<file path="src/rtl/redirect_pkg.sv">
package redirect_pkg;

  typedef enum logic [1:0] {
    SEL_SEQ    = 2'd0,
    SEL_BRANCH = 2'd1,
    SEL_VECTOR = 2'd2
  } pc_sel_e;

  // A branch is taken only when decode flags a branch and the operands match.
  function automatic logic branch_taken(input logic is_br, input logic eq);
    return is_br & eq;
  endfunction

  // Overflow redirect outranks a taken branch.
  function automatic pc_sel_e choose_sel(input logic ovf, input logic taken);
    if (ovf)        return SEL_VECTOR;
    else if (taken) return SEL_BRANCH;
    else            return SEL_SEQ;
  endfunction

endpackage

</file>
<file path="src/rtl/redirect_decide.sv">
module redirect_decide
  import redirect_pkg::*;
(
  input  logic    clk,
  input  logic    rst_n,
  input  logic    id_branch,
  input  logic    id_regs_eq,
  input  logic    ex_overflow,
  output pc_sel_e sel,
  output logic    flush_ifid,
  output logic    flush_idex,
  output logic    flush_exmem
);

  logic taken_w;

  always_comb begin
    taken_w     = branch_taken(id_branch, id_regs_eq);
    sel         = choose_sel(ex_overflow, taken_w);
    flush_ifid  = (sel != SEL_SEQ);
    flush_idex  = (sel == SEL_VECTOR);
    flush_exmem = (sel == SEL_VECTOR);
  end

  AST_TAKEN_ONE_BUBBLE: assert property (@(posedge clk) disable iff (!rst_n)
    (id_branch && id_regs_eq && !ex_overflow) |-> (flush_ifid && !flush_idex && !flush_exmem));

  AST_UNTAKEN_NO_FLUSH: assert property (@(posedge clk) disable iff (!rst_n)
    (!(id_branch && id_regs_eq) && !ex_overflow) |-> (!flush_ifid && sel == SEL_SEQ));

endmodule

</file>
<file path="src/rtl/redirect_pc_mux.sv">
module redirect_pc_mux
  import redirect_pkg::*;
#(
  parameter int          AW     = 32,
  parameter logic [AW-1:0] VECTOR = 32'h4000_0040
) (
  input  pc_sel_e       sel,
  input  logic [AW-1:0] seq_pc,
  input  logic [AW-1:0] br_pc,
  output logic [AW-1:0] next_pc
);

  always_comb begin
    unique case (sel)
      SEL_BRANCH: next_pc = br_pc;
      SEL_VECTOR: next_pc = VECTOR;
      default:    next_pc = seq_pc;
    endcase
  end

endmodule

</file>
<file path="src/rtl/exc_capture.sv">
module exc_capture #(
  parameter int          AW   = 32,
  parameter int          CW   = 5,
  parameter logic [CW-1:0] CODE = 5'd12
) (
  input  logic          clk,
  input  logic          rst_n,
  input  logic          take_exc,
  input  logic [AW-1:0] fault_pc,
  output logic [AW-1:0] epc_q,
  output logic [CW-1:0] cause_q
);

  always_ff @(posedge clk) begin
    if (!rst_n) begin
      epc_q   <= '0;
      cause_q <= '0;
    end else if (take_exc) begin
      epc_q   <= fault_pc;
      cause_q <= CODE;
    end
  end

  AST_EPC_LOAD: assert property (@(posedge clk) disable iff (!rst_n)
    take_exc |=> (epc_q == $past(fault_pc) && cause_q == CODE));

  AST_EPC_HOLD: assert property (@(posedge clk) disable iff (!rst_n)
    !take_exc |=> ($stable(epc_q) && $stable(cause_q)));

endmodule

</file>
<file path="src/rtl/pipe_redirect_ctrl.sv">
module pipe_redirect_ctrl
  import redirect_pkg::*;
#(
  parameter int          AW       = 32,
  parameter int          CW       = 5,
  parameter logic [AW-1:0] VECTOR   = 32'h4000_0040,
  parameter logic [CW-1:0] OVF_CODE = 5'd12
) (
  input  logic          clk,
  input  logic          rst_n,
  input  logic          id_branch,
  input  logic          id_regs_eq,
  input  logic [AW-1:0] id_target,
  input  logic [AW-1:0] pc_plus4,
  input  logic          ex_overflow,
  input  logic [AW-1:0] ex_pc,
  output logic [1:0]    pc_sel,
  output logic [AW-1:0] pc_next,
  output logic          ifid_flush,
  output logic          idex_flush,
  output logic          exmem_flush,
  output logic [AW-1:0] epc,
  output logic [CW-1:0] cause
);

  pc_sel_e sel_w;

  redirect_decide u_decide (
    .clk        (clk),
    .rst_n      (rst_n),
    .id_branch  (id_branch),
    .id_regs_eq (id_regs_eq),
    .ex_overflow(ex_overflow),
    .sel        (sel_w),
    .flush_ifid (ifid_flush),
    .flush_idex (idex_flush),
    .flush_exmem(exmem_flush)
  );

  redirect_pc_mux #(.AW(AW), .VECTOR(VECTOR)) u_mux (
    .sel    (sel_w),
    .seq_pc (pc_plus4),
    .br_pc  (id_target),
    .next_pc(pc_next)
  );

  exc_capture #(.AW(AW), .CW(CW), .CODE(OVF_CODE)) u_cap (
    .clk     (clk),
    .rst_n   (rst_n),
    .take_exc(ex_overflow),
    .fault_pc(ex_pc),
    .epc_q   (epc),
    .cause_q (cause)
  );

  assign pc_sel = sel_w;

  AST_VECTOR_WINS: assert property (@(posedge clk) disable iff (!rst_n)
    ex_overflow |-> (pc_next == VECTOR && ifid_flush && idex_flush && exmem_flush));

  AST_QUIET_SEQ: assert property (@(posedge clk) disable iff (!rst_n)
    (!id_branch && !ex_overflow) |-> (pc_next == pc_plus4 && !ifid_flush));

endmodule

</file>
<file path="config.mk">
export PLATFORM = sky130hd
export DESIGN_NAME = pipe_redirect_ctrl
export DESIGN_NICKNAME = d
export VERILOG_FILES = /design/src/rtl/redirect_pkg.sv /design/src/rtl/redirect_decide.sv /design/src/rtl/redirect_pc_mux.sv /design/src/rtl/exc_capture.sv /design/src/rtl/pipe_redirect_ctrl.sv
export SDC_FILE = /design/constraint.sdc
export NUM_CORES = 1
export LEC_CHECK = 0
export ABC_AREA = 0
export BUFFER_PORTS_ARGS = -buffer_cell sky130_fd_sc_hd__buf_2
export CORE_ASPECT_RATIO = 0.75
export CORE_MARGIN = 10
export CORE_UTILIZATION = 34
export CTS_CLUSTER_DIAMETER = 30
export DETAILED_ROUTE_END_ITERATION = 10
export PLACE_DENSITY = 0.68
export SETUP_SLACK_MARGIN = 0.4
export SLEW_MARGIN = 20
export SYNTH_ARGS = -nofsm -noshare
export SYNTH_HDL_FRONTEND = slang
export SYNTH_SLANG_ARGS = --single-unit
</file>
<file path="constraint.sdc">
create_clock -name clk -period 1.8 [get_ports clk]
set_input_delay 0.36 -clock clk [delete_from_list [all_inputs] [get_ports clk]]
set_output_delay 0.36 -clock clk [all_outputs]
set_load 0.02 [all_outputs]
</file>
==> run metrics, run 1 <==
Final Non-Filler Cells=around 480; RSZ-0062 raised after global routing=true; Vias/cell=4.70; final setup vio count=0; switching part of the total=31.4%; multiplexer share of the synthesized area=between 10% and 20%; CP Max Fanout=6; Slew Limit Fails=0; vias in the first global route=2514; CTS tree=done; Setup TNS Final=0 ns; Synth Area in XOR/XNOR=0%; dpl cells=459; Synth Area in Compound Gates=roughly a quarter; Vias=~2300; Gate power share=37.8%; Critical path buffers and inverters=3; crit path time final=between 1 and 1.5 ns; Pwr Density=583 nW/µm²; post-synth cell types=18; slowest CP cell=a21bo_1; Final Power=around 2.2 mW; initial drt markers=between 90 and 100; CTS Buf Count=5; pre-CTS setup slack=0.201 ns; Max rail drop VDD=around 420 µV; Reg power frac=36.0%; post-route cell area=3790 µm²; adder-cell share of the synthesized area=0%; worst min path class=input pin to flop; sequential-to-total area share from yosys stat=29.7%; Worst Min Path Start=ex_pc[10]; final worst setup slack=0.312 ns; number of remaining DRC errors=0; Syn Std Cell Area=2230 µm²; overall fraction of global-route tracks in use=between 10% and 20%; Setup crit start=id_branch; # diodes=0; max cap viols=0; Rows=25; clock skew=0 ns; CORE AREA=6320 µm²; Final HPWL DP=5.86 mm; utilization after layout=between 50 and 60%; Data arrival, critical path=1.13 ns; Reg-to-Reg Start=u_cap.epc_q[18]$_SDFFE_PN0P_; leakage=1.93 nW; Seq cells post-synth=33; main combinational cell family by area after synthesis=compound AO/OA/AOI/OAI gates; H-tree Lvls=2; placed cell area=3090 µm²; Hold Vio Cnt, Final=0; Root Buffer=clkbuf_8; CP startpoint kind=input pin; Avg Inst Size Synth=just under 10 µm²; f_max=0.672 GHz; layout cell share with drive strength beyond 1=59.5%; synth warn=0; family with the most delay on the worst path=buffers and inverters; average routed wire per standard cell=17.3 µm; Post-Synth Simple-Gate Area=16.9%; Post-DRT Antenna Nets=0; CTS Sinks=33; Skew-Pair Late Insertion Delay=0.26 ns; Max stage delay on crit path=between 0.15 and 0.2 ns; buffers added on ports=171; clock slew at reported path FFs=0.07 ns; drt pass-1 iters=4; period utilization=82.7%; crit-path cells=buf_16, buf_12, a21bo_1, a21oi_2, buf_6; Switch Pwr=around 0.69 mW; Routability Congestion=approximately 0.73; nets@finish=498; Congestion Overflow GR=0; die footprint=between 10000 and 15000 µm²; pin count of the biggest net entering global routing=34; Cell Int Power=1.52 mW; chip width=113 µm; Top Ports=175; final wirelength=8.28 mm; Initial Util=35.2%; layout filler cell count=555; Fin Hold WS=0.339 ns; Setup crit end kind=output pin; initial antenna violation count=0; Synth Instances=228; Clock power frac=about a quarter; run status=finished clean; synth-to-layout area growth=70.2%; die extent in y=90.1 µm; first-pass GRT wire length=about 13 mm; CP Class=input pin to output pin; Clock Path Buffers=2; CP Data Required Time=1.44 ns
state kept, by name (all words and copies together), names as in the netlist:
name           count
u_cap.epc_q       32
u_cap.cause_q      1
synth_stat cells (all sizes together):
| master | instances | area share, % |
|---|---|---|
| a211o | 2 | 0.79 |
| dfxtp | 33 | 30 |
| nand2b | 1 | 0.28 |
| nor2 | 1 | 0.17 |
| nor2b | 32 | 9.0 |
| a21bo | 30 | 13 |
| mux2i | 32 | 14 |
| buf | 28 | 12 |
| nand2 | 1 | 0.17 |
| clkbuf | 4 | 0.67 |
| nand3 | 30 | 6.7 |
| and3 | 2 | 0.56 |
| a21oi | 30 | 12 |
| o21a | 1 | 0.34 |
| conb | 1 | 0.17 |
layout by cell type, fill, tap and decap left out, drive strengths merged:
| cell | count |
|---|---|
| a21oi | 30 |
| nand3 | 30 |
| nand2b | 1 |
| conb | 3 |
| nor2 | 1 |
| clkinv | 2 |
| a21bo | 30 |
| o21a | 1 |
| clkbuf | 7 |
| mux2i | 32 |
| a211o | 2 |
| and3 | 2 |
| dfxtp | 33 |
| buf | 191 |
| nor2b | 32 |
| nand2 | 1 |
cells by family after synthesis:
kind of cell / Yosys count
other: 1
AOI/OAI and AO/OA: 63
DFF: 33
and+or+nand+nor: 67
buffers and inverters: 32
muxes: 32
cell type report:
class / instances / area, µm² / area share [%]
Timing Repair Buffer: 192 / 1540 / 40.5
Multi-Input combinational cell: 165 / 1400 / 36.8
Sequential cell: 33 / 661 / 17.4
Tap cell: 81 / 101 / 2.67
Clock buffer: 6 / 82.6 / 2.18
Clock inverter: 2 / 13.8 / 0.363
routing by layer:
layer | global-route usage [%] | vias up | share of wire, %
met2 | 27.5 | 89 | 51
li1 | - | 1126 | -
met5 | 0 | - | 0
met4 | 2.00 | 0 | 0.27
met3 | 6.37 | 2 | 8.3
met1 | 16.7 | 1035 | 40
power groups by stage:
stage | clock [mW] | sequential, mW | combinational (mW)
2_1_floorplan | 0 | 0.866 | 0.401
3_3_place_gp | 0 | 0.810 | 0.654
3_5_place_dp | 0 | 0.811 | 0.666
4_1_cts | 0.600 | 0.796 | 0.820
5_1_grt | 0.630 | 0.801 | 0.895
6_report | 0.578 | 0.796 | 0.836
tightest hold or removal path, stage by stage:
cell and delay, ns:
buf_2 0.07, mux2i_1 0.05, nor2b_1 0.09
path summary, 6_finish.rpt:
kind	endpoint	cells past startpoint	slack, ns
max	pc_next[2]	5	0.31
min reg2reg	u_cap.cause_q[2]$_SDFFE_PN0P_	1	0.48
max reg2reg	u_cap.epc_q[18]$_SDFFE_PN0P_	2	1.17
min	u_cap.epc_q[10]$_SDFFE_PN0P_	3	0.34
what timing repair did:
action	CTS	global route
buffers inserted	2	0
hold buffers	0	0
pin swaps	46	12
resized for setup	89	9
cloned	9	1
setup endpoints to repair	36	35
No activity file was read; power rests on OpenSTA's default activity.
==> inputs of run 2 (changes only) <==
Clock period 1.8 ns to 1.49 ns, I/O delays scaled along.
==> run metrics, run 2 (synthesized netlist as in run 1, its figures left out) <==
run status=finished clean; final worst setup slack=~0.11 ns; Post-DRT Antenna Nets=0; CP startpoint kind=input pin; CP Data Required Time=1.19 ns; Pwr Density=661 nW/µm²; pre-CTS setup slack=0.00437 ns; Vias/cell=4.91; synth-to-layout area growth=94.6%; crit-path cells=buf_16, buf_16, a21bo_4, a21oi_4, buf_6; die extent in y=roughly 90 µm; CTS Buf Count=5; nets@finish=508; Reg-to-Reg Start=u_cap.epc_q[0]$_SDFFE_PN0P_; Worst Hold Path Cells=3; Root Buffer=clkbuf_8; drt pass-1 iters=5; f_max=0.723 GHz; most used cell, CP=buf_16; utilization after layout=68.6%; Setup crit end kind=output pin; most frequent cells in the layout=99 x buf_2, 50 x buf_6, 33 x buf_4, 32 x mux2i_1, 32 x nor2b_1; dpl cells=468; final wirelength=roughly 9.5 mm; Crit Reg-Reg Endpoint=u_cap.epc_q[0]$_SDFFE_PN0P_; crit path time final=1.38 ns; CORE AREA=6320 µm²; CTS tree=done; max cap viols=0; Top Ports=175; clock slew at reported path FFs=0.07 ns; Worst Min Path Start=ex_pc[4]; Slew Limit Fails=0; Initial Util=35.2%; period utilization=92.8%; Final HPWL DP=about 6.4 mm; Skew-Pair Late Insertion Delay=0.28 ns; hold endpoint=u_cap.epc_q[4]$_SDFFE_PN0P_; buffers added on ports=171; initial drt markers=between 100 and 150; Final Non-Filler Cells=489; Max rail drop VDD=~500 µV; FF-to-FF path depth=2; Rows=25; number of remaining DRC errors=0; Max stage delay on crit path=0.22 ns; CP Class=input pin to output pin; clock skew=0 ns; average routed wire per standard cell=between 15 and 20 µm; # diodes=0; worst min path class=input pin to flop; first-pass GRT wire length=approximately 14 mm; Routability Congestion=roughly 0.75; Congestion Overflow GR=0; Setup TNS Final=0 ns; Hold Vio Cnt, Final=0; Clock Path Buffers=2; die footprint=between 10000 and 15000 µm²; CP Max Fanout=5; RSZ-0062 raised after global routing=true; Top Registers=u_cap.epc_q x32, u_cap.cause_q x1; final setup vio count=0; Hold Buf Count CTS=0; CTS Sinks=33; chip width=113 µm; H-tree Lvls=2; max FFs per register=32; pin count of the biggest net entering global routing=34; Vias=~2400; leakage=2.06 nW; slowest CP cell=a21bo_4; most common cell after layout, fill and taps aside=buf_2; initial antenna violation count=0; Largest Register=u_cap.epc_q; layout cell share with drive strength beyond 1=71.3%; vias in the first global route=2533; R2R setup slack=0.83 ns; overall fraction of global-route tracks in use=about 16%; Fin Hold WS=0.275 ns; Data arrival, critical path=1.08 ns
[run 2: changes by cell type in the layout (fill, tap and decap cells not counted), moves of 6 or more]
cell and delta:
nand3_2 +8, a21oi_2 -21, a21bo_4 +6, dfxtp_2 +26, buf_4 +27, buf_16 -7
buf_6 +18, a21bo_1 -6, nand3_1 -8, a21oi_4 +21, dfxtp_1 -27, buf_2 -37
[run 2: worst max path at each step]
stage	startpoint	to	slack, ns	depth (start not counted)
floorplan	id_regs_eq	pc_next[0]	0.26	4
global placement	id_branch	pc_next[26]	0.04	5
detailed placement	id_branch	pc_next[8]	0.004	5
CTS	id_regs_eq	pc_next[25]	0.13	5
global route	id_regs_eq	pc_next[19]	0.09	5
finish	id_regs_eq	pc_next[19]	0.11	5
[run 2: area by class of cell]
cell class                      instances  area (µm²)
Multi-Input combinational cell        165        1660
Tap cell                               81         101
Clock buffer                            6        82.6
Fill cell                             466        1980
Sequential cell                        33         697
Timing Repair Buffer                  202        1780
Clock inverter                          2        13.8
[run 2: power breakdown]
part           internal (mW)  switching [mW]  leakage (nW)
Sequential             0.943          0.0325         0.282
Combinational          0.629           0.557          1.73
Clock                  0.374           0.330        0.0512
[run 2: timing repair]
action / CTS / global route
resized for setup: 125 / 67
buffers inserted: 2 / 0
setup endpoints to repair: 59 / 68
pin swaps: 12 / 16
gates cloned: 5 / 6
[run 2: critical path, delay by kind of cell]
family | cells | cell delay [ns]
AO/OA/AOI/OAI | 2 | 0.37
buffers and inverters | 3 | 0.40
[run 2: routing by layer]
metal | wire length (µm) | up-vias | global-route usage, %
li1 | - | 1142 | -
met1 | 3530 | 1142 | 16.9
met2 | 4900 | 109 | 27.9
met3 | 985 | 9 | 7.77
met4 | 122 | 0 | 3.59
met5 | 0 | - | 0
[run 2: metrics by stage]
stage	cell area, µm²	total power [mW]
3_5_place_dp	3350	1.87
3_3_place_gp	3350	1.85
2_1_floorplan	2530	1.60
6_report	4330	2.87
5_1_grt	4330	3.01
4_1_cts	3980	2.77
==> inputs of run 3 (changes only) <==
Settings changed: MAX_ROUTING_LAYER from default to met4, SKIP_LAST_GASP from default to 1.
==> run metrics, run 3 (synthesized netlist as in run 1, its figures left out) <==
CTS tree=done; final worst setup slack=0.110 ns; CP Class=input pin to output pin; utilization after layout=68.6%; crit-path cells=buf_16, buf_16, a21bo_4, a21oi_4, buf_6; initial drt markers=139; hold endpoint=u_cap.epc_q[4]$_SDFFE_PN0P_; Crit Reg-Reg Endpoint=u_cap.epc_q[0]$_SDFFE_PN0P_; Fin Hold WS=around 0.28 ns; Clock Path Buffers=2; Max rail drop VDD=515 µV; most common cell after layout, fill and taps aside=buf_2; Switch Pwr=0.919 mW; max FFs per register=32; first-pass GRT wire length=13.6 mm; Final Non-Filler Cells=489; overall fraction of global-route tracks in use=16.4%; final setup vio count=0; synth-to-layout area growth=94.6%; Routability Congestion=approximately 0.76; Rows=25; Gate power share=41.4%; dpl cells=468; CTS Buf Count=5; FF-to-FF path depth=2; CP Max Fanout=5; layout cell share with drive strength beyond 1=between 70% and 80%; Vias=2408; Initial Util=35.2%; Congestion Overflow GR=0; Setup crit end kind=output pin; CP startpoint kind=input pin; Reg power frac=34.0%; average routed wire per standard cell=19.5 µm; Hold Buf Count CTS=0; Worst Hold Path Cells=3; Largest Register=u_cap.epc_q; f_max=slightly above 0.7 GHz; drt pass-1 iters=4; Top Registers=u_cap.epc_q x32, u_cap.cause_q x1; post-route cell area=4330 µm²; pre-CTS setup slack=0.00437 ns; worst min path class=input pin to flop; period utilization=92.6%; Pwr Density=661 nW/µm²; Max stage delay on crit path=0.22 ns; crit path time final=between 1 and 1.5 ns; max cap viols=0; R2R setup slack=0.83 ns; Root Buffer=clkbuf_8; run status=finished clean; final wirelength=roughly 9.5 mm; buffers added on ports=171; initial antenna violation count=0; Cell Int Power=1.95 mW; CTS Sinks=33; Top Ports=175; Vias/cell=4.92; # diodes=0; slowest CP cell=a21bo_4; Final HPWL DP=6.35 mm; CP Data Required Time=1.19 ns; Worst Min Path Start=ex_pc[4]; H-tree Lvls=2; die footprint=10200 µm²; switching part of the total=32.1%; most used cell, CP=buf_16; Setup crit start=id_regs_eq; RSZ-0062 raised after global routing=true; pin count of the biggest net entering global routing=34; chip width=113 µm; clock slew at reported path FFs=~0.070 ns; die extent in y=approximately 90 µm; Data arrival, critical path=1.08 ns; nets@finish=between 500 and 600; number of remaining DRC errors=0; Setup TNS Final=0 ns; vias in the first global route=2539; CORE AREA=between 6000 and 7000 µm²; most frequent cells in the layout=99 x buf_2, 50 x buf_6, 33 x buf_4, 32 x mux2i_1, 32 x nor2b_1; clock skew=0 ns; Clock power frac=24.5%; Skew-Pair Late Insertion Delay=0.28 ns; leakage=approximately 2.1 nW; Hold Vio Cnt, Final=0; Slew Limit Fails=0; Reg-to-Reg Start=u_cap.epc_q[0]$_SDFFE_PN0P_; placed cell area=3350 µm²; Final Power=about 2.9 mW; Post-DRT Antenna Nets=0
## run 3: cell counts in the layout (fill, tap and decap cells not counted)
Identical to the previous run, type by type.
## run 3: timing repair
| item | in CTS | in global routing |
|---|---|---|
| gates resized for setup | 125 | 67 |
| setup endpoints to repair | 59 | 68 |
| pin swaps | 12 | 16 |
| hold endpoints to repair | 0 | 0 |
| setup buffers | 2 | 0 |
| gates cloned | 5 | 6 |
## run 3: worst max-delay path: cells and delay by family
| family | cells | cell delay [ns] |
|---|---|---|
| buffers and inverters | 3 | 0.41 |
| AOI/OAI and AO/OA | 2 | 0.37 |
## run 3: layout make-up
type	instances	area [µm²]
clock buffers	6	82.6
clock inverters	2	13.8
fillers	466	1980
multi-input cells	165	1660
flip-flops and latches	33	697
well taps	81	101
repair buffers	202	1780
## run 3: worst max-delay path by stage
stage	depth (start not counted)	endpoint	slack [ns]
2_1_floorplan	4	pc_next[0]	0.26
3_3_place_gp	5	pc_next[26]	0.04
3_5_place_dp	5	pc_next[8]	0.004
4_1_cts	5	pc_next[25]	0.13
5_1_grt	5	pc_next[19]	0.09
6_report	5	pc_next[19]	0.11
## run 3: layer usage
metal / global-route usage (%) / part of all wire [%]
met1: 17.8 / 38
met2: 27.9 / 51
met5: - / 0
met4: 3.59 / 1.2
met3: 6.31 / 9.0
## run 3: power by group through the flow
stage | Sequential [mW] | Combinational [mW] | Clock, mW
floorplan | 1.05 | 0.555 | 0
global placement | 0.979 | 0.872 | 0
detailed placement | 0.979 | 0.889 | 0
CTS | 0.964 | 1.07 | 0.730
global route | 0.982 | 1.26 | 0.776
finish | 0.976 | 1.19 | 0.703
